`config.mk`:
```
export PLATFORM = sky130hd
export DESIGN_NAME = pix7_serializer
export DESIGN_NICKNAME = d
export VERILOG_FILES = /design/src/rtl/pix7_pkg.sv /design/src/rtl/pix7_capture.sv /design/src/rtl/pix7_slot_timer.sv /design/src/rtl/pix7_lane_shift.sv /design/src/rtl/pix7_serializer.sv
export SDC_FILE = /design/constraint.sdc
export NUM_CORES = 1
export LEC_CHECK = 0
export ABC_CLOCK_PERIOD_IN_PS = 3200
export CORE_ASPECT_RATIO = 1.1
export CORE_MARGIN = 10
export CORE_UTILIZATION = 50
export DETAILED_ROUTE_END_ITERATION = 8
export DONT_BUFFER_PORTS = 1
export SYNTH_ARGS = -nofsm -noshare
export SYNTH_HDL_FRONTEND = slang
export SYNTH_SLANG_ARGS = --single-unit
```
`constraint.sdc`:
```
create_clock -name clk_bit -period 3.2 [get_ports clk_bit]
set_input_delay 0.32 -clock clk_bit [delete_from_list [all_inputs] [get_ports clk_bit]]
set_output_delay 0.32 -clock clk_bit [all_outputs]
set_load 0.01 [all_outputs]
```
`src/rtl/pix7_pkg.sv`:
```
package pix7_pkg;

   typedef enum logic {
      CAP_FALL = 1'b0,
      CAP_RISE = 1'b1
   } cap_edge_e;

   // Framing lane level for one slot: a high run of LEAD slots at the start
   // of the frame and TAIL slots at its end, low in between.
   function automatic logic frame_level(input int unsigned slot,
                                        input int unsigned slots);
      int unsigned tail;
      int unsigned lead;
      tail = (slots + 1) / 4;
      lead = (slots + 1) / 2 - tail;
      return (slot < lead) || (slot >= slots - tail);
   endfunction

endpackage

```
`src/rtl/pix7_capture.sv`:
```
module pix7_capture
   import pix7_pkg::*;
#(
   parameter int unsigned WORD_W = 21
) (
   input  logic              clk_bit,
   input  logic              rst_n,
   input  logic              pix_clk,
   input  logic              edge_rise_sel,
   input  logic              sleep_n,
   input  logic [WORD_W-1:0] pix_word,
   output logic              rise_det,
   output logic [WORD_W-1:0] held_word
);

   logic      pclk_q;
   logic      fall_det;
   logic      strobe;
   cap_edge_e cap_edge;

   always_ff @(posedge clk_bit or negedge rst_n) begin
      if (!rst_n) pclk_q <= 1'b0;
      else        pclk_q <= pix_clk;
   end

   assign rise_det = pix_clk & ~pclk_q;
   assign fall_det = ~pix_clk & pclk_q;
   assign cap_edge = cap_edge_e'(edge_rise_sel);

   always_comb begin
      unique case (cap_edge)
         CAP_RISE: strobe = rise_det;
         default:  strobe = fall_det;
      endcase
   end

   // Shadow register: holds the captured word until the frame boundary.
   always_ff @(posedge clk_bit or negedge rst_n) begin
      if (!rst_n)       held_word <= '0;
      else if (!sleep_n) held_word <= '0;
      else if (strobe)  held_word <= pix_word;
   end

endmodule

```
`src/rtl/pix7_slot_timer.sv`:
```
module pix7_slot_timer
   import pix7_pkg::*;
#(
   parameter int unsigned SLOTS = 7,
   localparam int unsigned SLOT_W = $clog2(SLOTS)
) (
   input  logic              clk_bit,
   input  logic              rst_n,
   input  logic              resync,
   output logic [SLOT_W-1:0] slot,
   output logic              load,
   output logic              frame_bit
);

   localparam logic [SLOT_W-1:0] LAST_SLOT = SLOT_W'(SLOTS - 1);
   localparam logic [SLOT_W-1:0] SYNC_SLOT = SLOT_W'(1);

   logic [SLOTS-1:0] pattern;

   for (genvar gs = 0; gs < SLOTS; gs++) begin : g_pat
      assign pattern[gs] = frame_level(gs, SLOTS);
   end

   always_ff @(posedge clk_bit or negedge rst_n) begin
      if (!rst_n)                slot <= '0;
      else if (resync)           slot <= SYNC_SLOT;
      else if (slot == LAST_SLOT) slot <= '0;
      else                       slot <= slot + SLOT_W'(1);
   end

   assign load      = (slot == LAST_SLOT);
   assign frame_bit = pattern[slot];

endmodule

```
`src/rtl/pix7_lane_shift.sv`:
```
module pix7_lane_shift #(
   parameter int unsigned SLOTS = 7
) (
   input  logic             clk_bit,
   input  logic             rst_n,
   input  logic             clear,
   input  logic             load,
   input  logic [SLOTS-1:0] par_in,
   output logic             ser_out
);

   logic [SLOTS-1:0] sr;

   always_ff @(posedge clk_bit or negedge rst_n) begin
      if (!rst_n)     sr <= '0;
      else if (clear) sr <= '0;
      else if (load)  sr <= par_in;
      else            sr <= {1'b0, sr[SLOTS-1:1]};
   end

   assign ser_out = sr[0];

endmodule

```
`src/rtl/pix7_serializer.sv`:
```
module pix7_serializer #(
   parameter int unsigned LANES  = 3,
   parameter int unsigned SLOTS  = 7,
   parameter int unsigned WORD_W = 21,
   localparam int unsigned SLOT_W = $clog2(SLOTS)
) (
   input  logic              clk_bit,
   input  logic              rst_n,
   input  logic              pix_clk,
   input  logic              edge_rise_sel,
   input  logic              sleep_n,
   input  logic [WORD_W-1:0] pix_word,
   output logic [LANES-1:0]  lane_data,
   output logic              lane_frame,
   output logic              lane_oe
);

   if (WORD_W != LANES * SLOTS) begin : g_bad_width
      $error("pix7_serializer: WORD_W must equal LANES*SLOTS");
   end
   if (SLOTS < 5) begin : g_bad_slots
      $error("pix7_serializer: SLOTS must be at least 5");
   end
   if (LANES < 1) begin : g_bad_lanes
      $error("pix7_serializer: LANES must be at least 1");
   end

   logic              awake_q;
   logic              rise_det;
   logic              load;
   logic              frame_bit;
   logic [SLOT_W-1:0] slot_q;
   logic [WORD_W-1:0] held_word;
   logic [LANES-1:0]  ser_bits;

   always_ff @(posedge clk_bit or negedge rst_n) begin
      if (!rst_n) awake_q <= 1'b0;
      else        awake_q <= sleep_n;
   end

   pix7_capture #(.WORD_W(WORD_W)) u_cap (
      .clk_bit       (clk_bit),
      .rst_n         (rst_n),
      .pix_clk       (pix_clk),
      .edge_rise_sel (edge_rise_sel),
      .sleep_n       (sleep_n),
      .pix_word      (pix_word),
      .rise_det      (rise_det),
      .held_word     (held_word)
   );

   pix7_slot_timer #(.SLOTS(SLOTS)) u_tmr (
      .clk_bit   (clk_bit),
      .rst_n     (rst_n),
      .resync    (rise_det),
      .slot      (slot_q),
      .load      (load),
      .frame_bit (frame_bit)
   );

   for (genvar gl = 0; gl < LANES; gl++) begin : g_lane
      pix7_lane_shift #(.SLOTS(SLOTS)) u_sh (
         .clk_bit (clk_bit),
         .rst_n   (rst_n),
         .clear   (~sleep_n),
         .load    (load),
         .par_in  (held_word[gl*SLOTS +: SLOTS]),
         .ser_out (ser_bits[gl])
      );
   end

   assign lane_oe    = awake_q;
   assign lane_data  = awake_q ? ser_bits : '0;
   assign lane_frame = awake_q & frame_bit;

endmodule

```
==> summary.txt, run 1 <==
Routing
  – Pre-Repair DR Iteration Count: 4
  – DRC viols: 0
  – Routed WL per cell: 18.32 um
  – Routed vias: 2048
  – Via-to-Cell Ratio: 6.150
  – Routed wire length: 6101 um
  – Final ANT Viol Nets: 0
  – DRT iter0 DRCs: 92

Worst setup path
  – Critical path endpoint: u_cap.held_word[9]
  – Worst endpoint required time: ~3400 ps
  – CP max stage delay: roughly 770 ps
  – Crit. End Element: register
  – Bufs and invs on worst path: 0
  – CP Depth: 3
  – Flop2flop setup slack: approximately 1200 ps
  – Critical path class: register to register
  – Startpoint types: register
  – CP max FO: 28
  – CP Cell Sequence: nor2b_1, nor3b_1, o31a_1
  – Worst r2r dst: u_cap.held_word[9]
  – Critical Path Start: u_cap.pclk_q
  – Top delay family on crit path: simple AND/OR/NAND/NOR gates
  – Critical Path AT: about 2200 ps
  – FF-to-FF Start: u_cap.pclk_q
  – Reg2Reg Depth: 3
  – Max stage delay cell, worst path: dfrtp_1

Placed design
  – Final HPWL DP: around 3900 um
  – RD Place Congestion: ~0.72
  – # port buffers: 0
  – Inst Count DP: ~320

Yosys
  – Avg Cell Area, Syn: between 9 and 10 sq um
  – Yosys cell types: 32
  – Synth warnings: 0
  – Mapped cell area: 2656 sq um
  – Synthesized Nets: 320
  – Gate Count Post-Synth: about 290
  – Seq/Total Area, Yosys: 0.4428
  – FF+latch count, synth: 47

CTS
  – Num CTS Buffers: 5
  – Clk slew on worst S/H paths: 80 ps
  – Clk_lat worst skew: 300 ps
  – Clk root buf: clkbuf_8
  – Sink Count: 47
  – CTS tree: built
  – CTS H-tree lvls: 2
  – Worst-case clock buffer depth: 2
  – Postcts setup bufs: 0

Timing
  – Setup TNS after final layout: 0 ps
  – Skew final: between 8 and 9 ps
  – Tmin final: ~2000 ps
  – Max-slew headroom: 0.3958
  – Final setup vio count: 0
  – Post-route clock period utilization: 0.6232
  – RSZ-0062 raised after global routing: no
  – Slew @ Worst Pin: 905.3 ps
  – Final max-slew violation count: 0
  – Max Freq: 501.5 MHz
  – Final Hold Viols: 0

Power
  – LEAKAGE: 1.155 nW
  – Worst vdd ir: 0.2057 mV
  – Pwr Density: ~500 nW/um^2

Cells and area
  – Most frequent cells in the layout: nand2_1, dfrtp_1, a31oi_1
  – Commonest non-fill, non-tap cell in the layout: nand2_1
  – Area Growth Syn to Fin: 3.109%
  – Final Core Density: 0.5405
  – Layout cells sized above 1: 0.04364
  – Diode count: 0
  – Post-route non-filler standard cell count: around 330
  – Nets@finish: 300

Die
  – I/O pins: 31
  – Core box area: 5067 sq um
  – Rows: 27
  – Die height: ~96 um
  – Starting density of the core: 0.5242
  – Die width: 89.50 um
  – Die area: around 8600 sq um

Worst hold path
  – Hold WC Path Type: input port to register

Global route
  – Vias in the first global route: just under 2k
  – First-pass GRT wire length: 10230 um
  – Largest net degree at the start of global routing: 68
  – Antenna violations before repair: 0
  – Tot GR Track Use: 0.1488
  – Grt total ovfl: 0

Outcome
  – Status: finished clean

Run
  – Max Cap Violations: 0
through the flow:
stage               power [W]  hold WS, ps  cell area, sq um  worst slack [ps]
finish               0.001378        47.96              2739              1206
global route         0.001443        26.84              2739              1059
CTS                  0.001383        40.69              2739              1239
detailed placement  0.0008571        26.23              2569              1259
global placement    0.0008530        26.19              2569              1326
floorplan           0.0008509        24.41              2656              1899
report_power, final:
part | internal [W] | total (W) | switching (W)
combinational | 0.0000808 | 0.000173 | 0.0000923
clock | 0.000312 | 0.000518 | 0.000206
sequential | 0.000630 | 0.000687 | 0.0000564
cells in the mapped netlist:
master | n | area share
o21ai_1 | 2 | 0.0038
and4b_1 | 1 | 0.0038
and3b_1 | 12 | 0.040
o21ai_0 | 9 | 0.017
buf_2 | 10 | 0.019
clkbuf_1 | 10 | 0.014
nor3b_1 | 10 | 0.028
dfrtp_1 | 47 | 0.44
o22ai_1 | 10 | 0.024
o31a_1 | 10 | 0.033
nor2_1 | 2 | 0.0028
mux2i_1 | 1 | 0.0038
or2_2 | 1 | 0.0024
nand2b_1 | 3 | 0.0071
buf_6 | 3 | 0.013
buf_1 | 1 | 0.0014
and3_1 | 11 | 0.026
nand3b_2 | 1 | 0.0042
a32o_1 | 10 | 0.038
inv_1 | 1 | 0.0014
o211a_1 | 1 | 0.0038
nor2b_4 | 1 | 0.0052
or2b_1 | 1 | 0.0028
nand3b_1 | 12 | 0.034
nor2b_1 | 13 | 0.031
a31oi_1 | 22 | 0.052
buf_4 | 4 | 0.011
inv_2 | 1 | 0.0014
a21oi_1 | 20 | 0.038
clkbuf_2 | 1 | 0.0019
and2_1 | 7 | 0.016
nand2_1 | 56 | 0.079
routing by layer:
| layer | global-route usage | part of all wire | up-vias |
|---|---|---|---|
| met3 | 0.04104 | 0.071 | 7 |
| met5 | 0 | 0 | - |
| met2 | 0.2090 | 0.44 | 46 |
| met4 | 0.03979 | 0.011 | 0 |
| met1 | 0.2180 | 0.48 | 980 |
| li1 | - | - | 1015 |
sequential cells by signal, summed over array words and instances (netlist names):
signal	cells
g_lane.u_sh.sr	21
u_cap.held_word	21
u_tmr.slot	3
lane_oe	1
u_cap.pclk_q	1
layout make-up:
type                    count  area, sq um
inverters                   2        7.507
clock buffers               6        72.57
repair buffers              2        37.54
clock inverters             2        60.06
multi-input cells         216         1313
fillers                   476         2328
well taps                  58        72.57
flip-flops and latches     47         1176
logic make-up after synthesis:
group / Yosys count / synth area share
and+or+nand+nor: 131 / 0.2822
buffers and inverters: 31 / 0.06311
DFF: 47 / 0.4428
muxes: 1 / 0.003768
AOI/OAI and AO/OA: 84 / 0.2082
worst min path at each step:
stage                     cells after the start                    to    start
after detailed placement                      0  g_lane[0].u_sh.sr[2]    rst_n
after global placement                        0  g_lane[0].u_sh.sr[3]    rst_n
final                                         0               lane_oe  sleep_n
after global routing                          0               lane_oe  sleep_n
after floorplan                               0  g_lane[0].u_sh.sr[0]    rst_n
after CTS                                     0               lane_oe  sleep_n
worst reg2reg max path, delay by kind of cell (launching register included):
kind | cells | cell delay (ps)
simple gates | 2 | 840
flops | 1 | 770
compound gates | 1 | 270
what timing repair did:
item | CTS | global route
resized for setup | 0 | 0
endpoints found under the hold margin | 47 | 0
hold buffers | 2 | 0
Power figures use the tool's default switching activity.
==> run 2: changes to the inputs <==
- ABC_CLOCK_PERIOD_IN_PS: 3200 -> 1650
- PLACE_DENSITY: not set -> 0.68
- clock period: 3.2 -> 1.65 ns (I/O delays scaled with it)
==> run 2 against run 1 <==
Effect of this change:
- cell area up 2.1%
- clock skew down 2.8 ps
- clock power up 71%
- critical path depth down 1
- combinational power up 110%
- global-route usage up 0.39 points
- sequential power up 94%
- final cell count up 2.7%
- worst hold slack worse by 30 ps
- core utilization up 1.1 points
- sequential share of layout area down 0.88 points
- power up 88%
- critical endpoint is now lane_frame
==> summary.txt, run 2 (synthesis results as in run 1) <==
Outcome
  – Status: finished clean

Die
  – Die area: 8631 sq um (unchanged)
  – Die width: 89.50 um (unchanged)
  – Die height: 96.45 um (unchanged)
  – Core box area: 5067 sq um (unchanged)
  – Rows: 27 (unchanged)
  – I/O pins: 31 (unchanged)
  – Starting density of the core: 0.5242 (unchanged)

Timing
  – Post-route clock period utilization: 0.8569
  – RSZ-0062 raised after global routing: no
  – Tmin final: between 1000 and 1500 ps
  – Final setup vio count: 0 (unchanged)
  – Max Freq: 707.2 MHz
  – Setup TNS after final layout: 0 ps (unchanged)
  – Final max-slew violation count: 0 (unchanged)
  – Final Hold Viols: 0 (unchanged)
  – Skew final: 5.502 ps (-2.769 ps)
  – Hold_ws: 17.73 ps (-30.22 ps)
  – Max-slew headroom: 0.6791 (+0.2833)
  – Slew @ Worst Pin: 479.8 ps (-425.5 ps)

Worst setup path
  – Crit. End Element: output port
  – CP max FO: 8 (-71%)
  – Startpoint types: register
  – Critical path class: register to output port
  – Critical Path AT: 1250 ps (-930 ps)
  – Worst endpoint required time: 1480 ps (-1910 ps)

Cells and area
  – Area Growth Syn to Fin: 5.275%
  – Layout cells sized above 1: 0.07042 (+0.02679)
  – Most frequent cells in the layout: nand2_1, dfrtp_1, a31oi_1
  – Diode count: 0 (unchanged)
  – Nets@finish: 309 (+3.0%)
  – Biggest regs: g_lane.u_sh.sr (21), u_cap.held_word (21), u_tmr.slot (3)
  – Commonest non-fill, non-tap cell in the layout: nand2_1

Placed design
  – Final HPWL DP: 3892 um (+1.0%)
  – RD Place Congestion: 0.7650 (+5.6%)
  – # port buffers: 0 (unchanged)

Routing
  – Routed WL per cell: 18.02 um (-1.6%)
  – DRC viols: 0 (unchanged)
  – Pre-Repair DR Iteration Count: 4 (unchanged)
  – Routed wire length: 6164 um (+1.0%)
  – Routed vias: 2096 (+2.3%)
  – Via-to-Cell Ratio: 6.129 (-0.35%)
  – Final ANT Viol Nets: 0 (unchanged)
  – DRT iter0 DRCs: 94 (+2.2%)

CTS
  – Clk slew on worst S/H paths: 80 ps (about the same)
  – Sink Count: 47 (unchanged)
  – Resized Gates After CTS: 0 (unchanged)
  – Worst-case clock buffer depth: 2 (unchanged)
  – CTS H-tree lvls: 2 (unchanged)
  – Num CTS Buffers: 5 (unchanged)
  – Clk root buf: clkbuf_8
  – Clk_lat worst skew: 310 ps (about the same)
  – CTS tree: built

Global route
  – Antenna violations before repair: 0 (unchanged)
  – Tot GR Track Use: 0.1526 (+0.003868)
  – First-pass GRT wire length: 10420 um (+1.8%)
  – Largest net degree at the start of global routing: 68 (unchanged)
  – Grt total ovfl: 0 (unchanged)
  – Vias in the first global route: 2045 (+4.1%)

Power
  – Psw: 0.0006995 W (+97%)
  – Int Power: 0.001886 W (+84%)
  – Clk network pwr share: 0.343 (-0.033)
  – Pwr Density: 924.5 nW/um^2 (+84%)
  – Worst vdd ir: 0.4785 mV (+130%)
  – Combinational share of power: 0.142 (+0.016)
  – LEAKAGE: 1.194 nW (+3.4%)
  – Reg power frac: 0.515 (+0.017)
  – Sw frac: 0.2706 (+0.01323)

Run
  – Max Cap Violations: 0 (unchanged)

Worst hold path
  – Hold WC Path Type: input port to register
[run 2: cell count changes in the layout (fill, tap and decap cells not counted), sizes merged]
cell         delta
dlygate4sd3     +2
clkinv          +1
bufinv          -1
buf             +7
[run 2: what timing repair did]
action	in CTS	in global routing
hold buffers	4	0
hold endpoints to repair	59	0
setup buffers	0	0
endpoints found under the setup margin	0	0
[run 2: power by group through the flow]
stage / Combinational (W) / Clock [W] / Sequential [W]
after floorplan: 0.000351 / 0 / 0.00130
after global placement: 0.000323 / 0 / 0.00135
after detailed placement: 0.000327 / 0 / 0.00135
after CTS: 0.000371 / 0.000898 / 0.00133
after global routing: 0.000418 / 0.000942 / 0.00135
final: 0.000367 / 0.000887 / 0.00133
[run 2: metrics by stage]
step / setup slack [ps] / instance area (sq um) / cells / power, W / util
after floorplan: 349.4 / 2656 / 294 / 0.001650 / -
after global routing: 118.4 / 2796 / 342 / 0.002707 / 0.5519
after global placement: 315.4 / 2621 / 330 / 0.001671 / 0.5173
after detailed placement: 286.7 / 2621 / 330 / 0.001678 / 0.5173
after CTS: 238.3 / 2796 / 342 / 0.002598 / 0.5519
final: 236.0 / 2796 / 342 / 0.002585 / 0.5519
[run 2: worst paths after layout]
check                                     startpoint                    to  slack, ps  cells past startpoint
worst max-delay path                   u_tmr.slot[1]            lane_frame        240                      2
worst min-delay path                         pix_clk   u_cap.held_word[11]         20                      2
worst max register to register          u_cap.pclk_q   u_cap.held_word[14]        260                      4
worst min register to register  g_lane[1].u_sh.sr[6]  g_lane[1].u_sh.sr[5]        500                      2
max in group asynchronous                      rst_n    u_cap.held_word[6]       1080                      2
min in group asynchronous                      rst_n  g_lane[1].u_sh.sr[1]        360                      2
[run 2: worst max-delay path, cell delays in order (launching register included)]
cell and delay, ps:
dfrtp_1 480, nand2b_1 210, o211a_1 260
[run 2: routing by layer]
metal | up-vias | share of wire | track usage
li1 | 1034 | - | -
met2 | 58 | 0.44 | 0.2217
met5 | - | 0 | 0
met1 | 996 | 0.48 | 0.2115
met4 | 0 | 0.012 | 0.04111
met3 | 8 | 0.065 | 0.05193
[run 2: area by class of cell]
class / count / area, sq um
inverters: 2 / 7.507
clock buffers: 6 / 82.58
fillers: 466 / 2271
well taps: 58 / 72.57
clock inverters: 2 / 35.03
multi-input cells: 216 / 1313
flip-flops and latches: 47 / 1176
repair buffers: 11 / 110.1
==> run 3: changes to the inputs <==
--- a/config.mk
+++ b/config.mk
@@ -8,3 +8,3 @@
 export ABC_CLOCK_PERIOD_IN_PS = 1650
-export CORE_ASPECT_RATIO = 1.1
+export CORE_ASPECT_RATIO = 1.75
 export CORE_MARGIN = 10
@@ -13,2 +13,3 @@
 export DONT_BUFFER_PORTS = 1
+export MAX_ROUTING_LAYER = met4
 export PLACE_DENSITY = 0.68
--- a/constraint.sdc
+++ b/constraint.sdc
@@ -3,2 +3,2 @@
 set_output_delay 0.165 -clock clk_bit [all_outputs]
-set_load 0.01 [all_outputs]
+set_load 0.02 [all_outputs]
==> run 3 against run 2 <==
Effect of this change:
- combinational power increased by 5.4%
- sequential share of layout area grew 0.17 points
- clock-buffer cell count is the same
- first-iteration DRC count rose by 100%
- sequential power about the same
- critical path type unchanged
==> summary.txt, run 3 (synthesis results as in run 1) <==
Outcome
  – Status: finished clean

CTS
  – Clk slew on worst S/H paths: 80 ps (about the same)
  – Sink Count: 47 (unchanged)
  – Resized Gates After CTS: 0 (unchanged)
  – CTS tree: built
  – Num CTS Buffers: 5 (unchanged)
  – CTS H-tree lvls: 2 (unchanged)
  – Clk root buf: clkbuf_8
  – Clk_lat worst skew: 310 ps (about the same)
  – Postcts setup bufs: 0 (unchanged)
  – Hold Buf Count CTS: 4 (unchanged)
  – Worst-case clock buffer depth: 2 (unchanged)

Die
  – I/O pins: 31 (unchanged)
  – Core box area: 5211 sq um (+2.8%)
  – Die width: 75.10 um (-16%)
  – Rows: 35 (+30%)
  – Die area: 8743 sq um (+1.3%)
  – Starting density of the core: 0.5097 (-0.01447)
  – Die height: 116.4 um (+21%)

Timing
  – Final max-slew violation count: 0 (unchanged)
  – Slew @ Worst Pin: 487.1 ps (+7.310 ps)
  – Setup TNS after final layout: 0 ps (unchanged)
  – RSZ-0062 raised after global routing: no
  – Skew final: 4.705 ps (-0.7978 ps)
  – Tmin final: 1435 ps (+21.39 ps)
  – Max-slew headroom: 0.6742 (-0.004889)
  – Final Hold Viols: 0 (unchanged)
  – Final setup vio count: 0 (unchanged)
  – Max Freq: 696.7 MHz (-1.5%)
  – Post-route clock period utilization: 0.8699 (+0.01296)
  – Hold_ws: 32.16 ps (+14.42 ps)

Placed design
  – Final HPWL DP: 4183 um (+7.5%)
  – Post-DP Area: 2625 sq um (+0.14%)
  – # port buffers: 0 (unchanged)
  – RD Place Congestion: 0.8008 (+4.7%)

Cells and area
  – Final instance area: 2785 sq um (-0.40%)
  – Biggest regs: g_lane.u_sh.sr (21), u_cap.held_word (21), u_tmr.slot (3)
  – Area Growth Syn to Fin: 4.852%
  – Diode count: 0 (unchanged)
  – Nets@finish: 310 (+0.32%)
  – Commonest non-fill, non-tap cell in the layout: nand2_1
  – Most frequent cells in the layout: nand2_1, dfrtp_1, a31oi_1
  – Layout cells sized above 1: 0.06690 (-0.003521)

Global route
  – Tot GR Track Use: 0.1640 (+0.01136)
  – Vias in the first global route: 2109 (+3.1%)
  – Grt total ovfl: 0 (unchanged)
  – First-pass GRT wire length: 10720 um (+2.8%)
  – Largest net degree at the start of global routing: 68 (unchanged)
  – Antenna violations before repair: 0 (unchanged)

Routing
  – DRT iter0 DRCs: 188 (+100%)
  – Final ANT Viol Nets: 0 (unchanged)
  – Routed WL per cell: 18.85 um (+4.6%)
  – Via-to-Cell Ratio: 6.484 (+5.8%)
  – Routed vias: 2198 (+4.9%)
  – Routed wire length: 6390 um (+3.7%)
  – Pre-Repair DR Iteration Count: 4 (unchanged)
  – DRC viols: 0 (unchanged)

Worst hold path
  – Worst Hold Depth: 2 (unchanged)
  – Hold WC Path Type: input port to register

Worst setup path
  – Worst endpoint required time: 1480 ps (about the same)
  – Top delay family on crit path: flip-flops
  – CP Depth: 2 (unchanged)
  – CP max FO: 8 (unchanged)
  – Critical path class: register to output port
  – Critical Path AT: 1270 ps (+20 ps)
  – CP max stage delay: 470 ps (about the same)
  – Max stage delay cell, worst path: dfrtp_1
  – Reg2Reg Depth: 4 (unchanged)
  – Crit. End Element: output port
  – CP Cell Sequence: nand2b_1, o211a_1
  – Bufs and invs on worst path: 0 (unchanged)
  – Startpoint types: register

Power
  – Worst vdd ir: 0.4916 mV (+2.7%)
  – Pwr Density: 908.7 nW/um^2 (-1.7%)
  – LEAKAGE: 1.188 nW (-0.48%)

Run
  – Max Cap Violations: 0 (unchanged)
run 3: worst reg2reg max path: stages (launching register included):
cell and delay (ps):
dfrtp_1 410, nor2b_4 360, buf_4 240, a31oi_1 100, a31oi_1 220
run 3: power breakdown:
group / internal [W] / leakage [nW] / switching (W)
Clock: 0.000444 / 0.0513 / 0.000376
Sequential: 0.00122 / 0.639 / 0.000102
Combinational: 0.000175 / 0.498 / 0.000212
run 3: final timing paths:
check / startpoint / to / slack [ps]
setup / recovery: u_tmr.slot[1] / lane_frame / 210
setup reg to reg: u_cap.pclk_q / u_cap.held_word[15] / 240
hold reg to reg: g_lane[0].u_sh.sr[2] / g_lane[0].u_sh.sr[1] / 500
min in group asynchronous: rst_n / g_lane[2].u_sh.sr[6] / 360
max in group asynchronous: rst_n / u_cap.held_word[14] / 1060
hold / removal: pix_clk / u_cap.held_word[18] / 30
run 3: per-stage QoR:
stage	std cells	power [W]	utilization	worst slack (ps)
6_report	339	0.002531	0.5345	214.6
5_1_grt	339	0.002668	0.5345	143.9
4_1_cts	339	0.002556	0.5345	208.4
3_5_place_dp	328	0.001696	0.5037	250.3
3_3_place_gp	328	0.001682	0.5037	291.5
2_1_floorplan	294	0.001659	-	349.4
run 3: area by class of cell:
| class | count | area, sq um |
|---|---|---|
| clock buffers | 6 | 72.57 |
| inverters | 2 | 7.507 |
| flip-flops and latches | 47 | 1176 |
| well taps | 55 | 68.82 |
| clock inverters | 1 | 30.03 |
| fillers | 478 | 2426 |
| multi-input cells | 216 | 1313 |
| repair buffers | 12 | 117.6 |
run 3: layer usage:
metal | GRT usage | vias up | wire length, um
met1 | 0.1949 | 1102 | 2604
met2 | 0.2506 | 52 | 3196
met4 | 0.08376 | 0 | 165
met5 | - | - | 0
met3 | 0.03912 | 11 | 423
li1 | - | 1033 | -
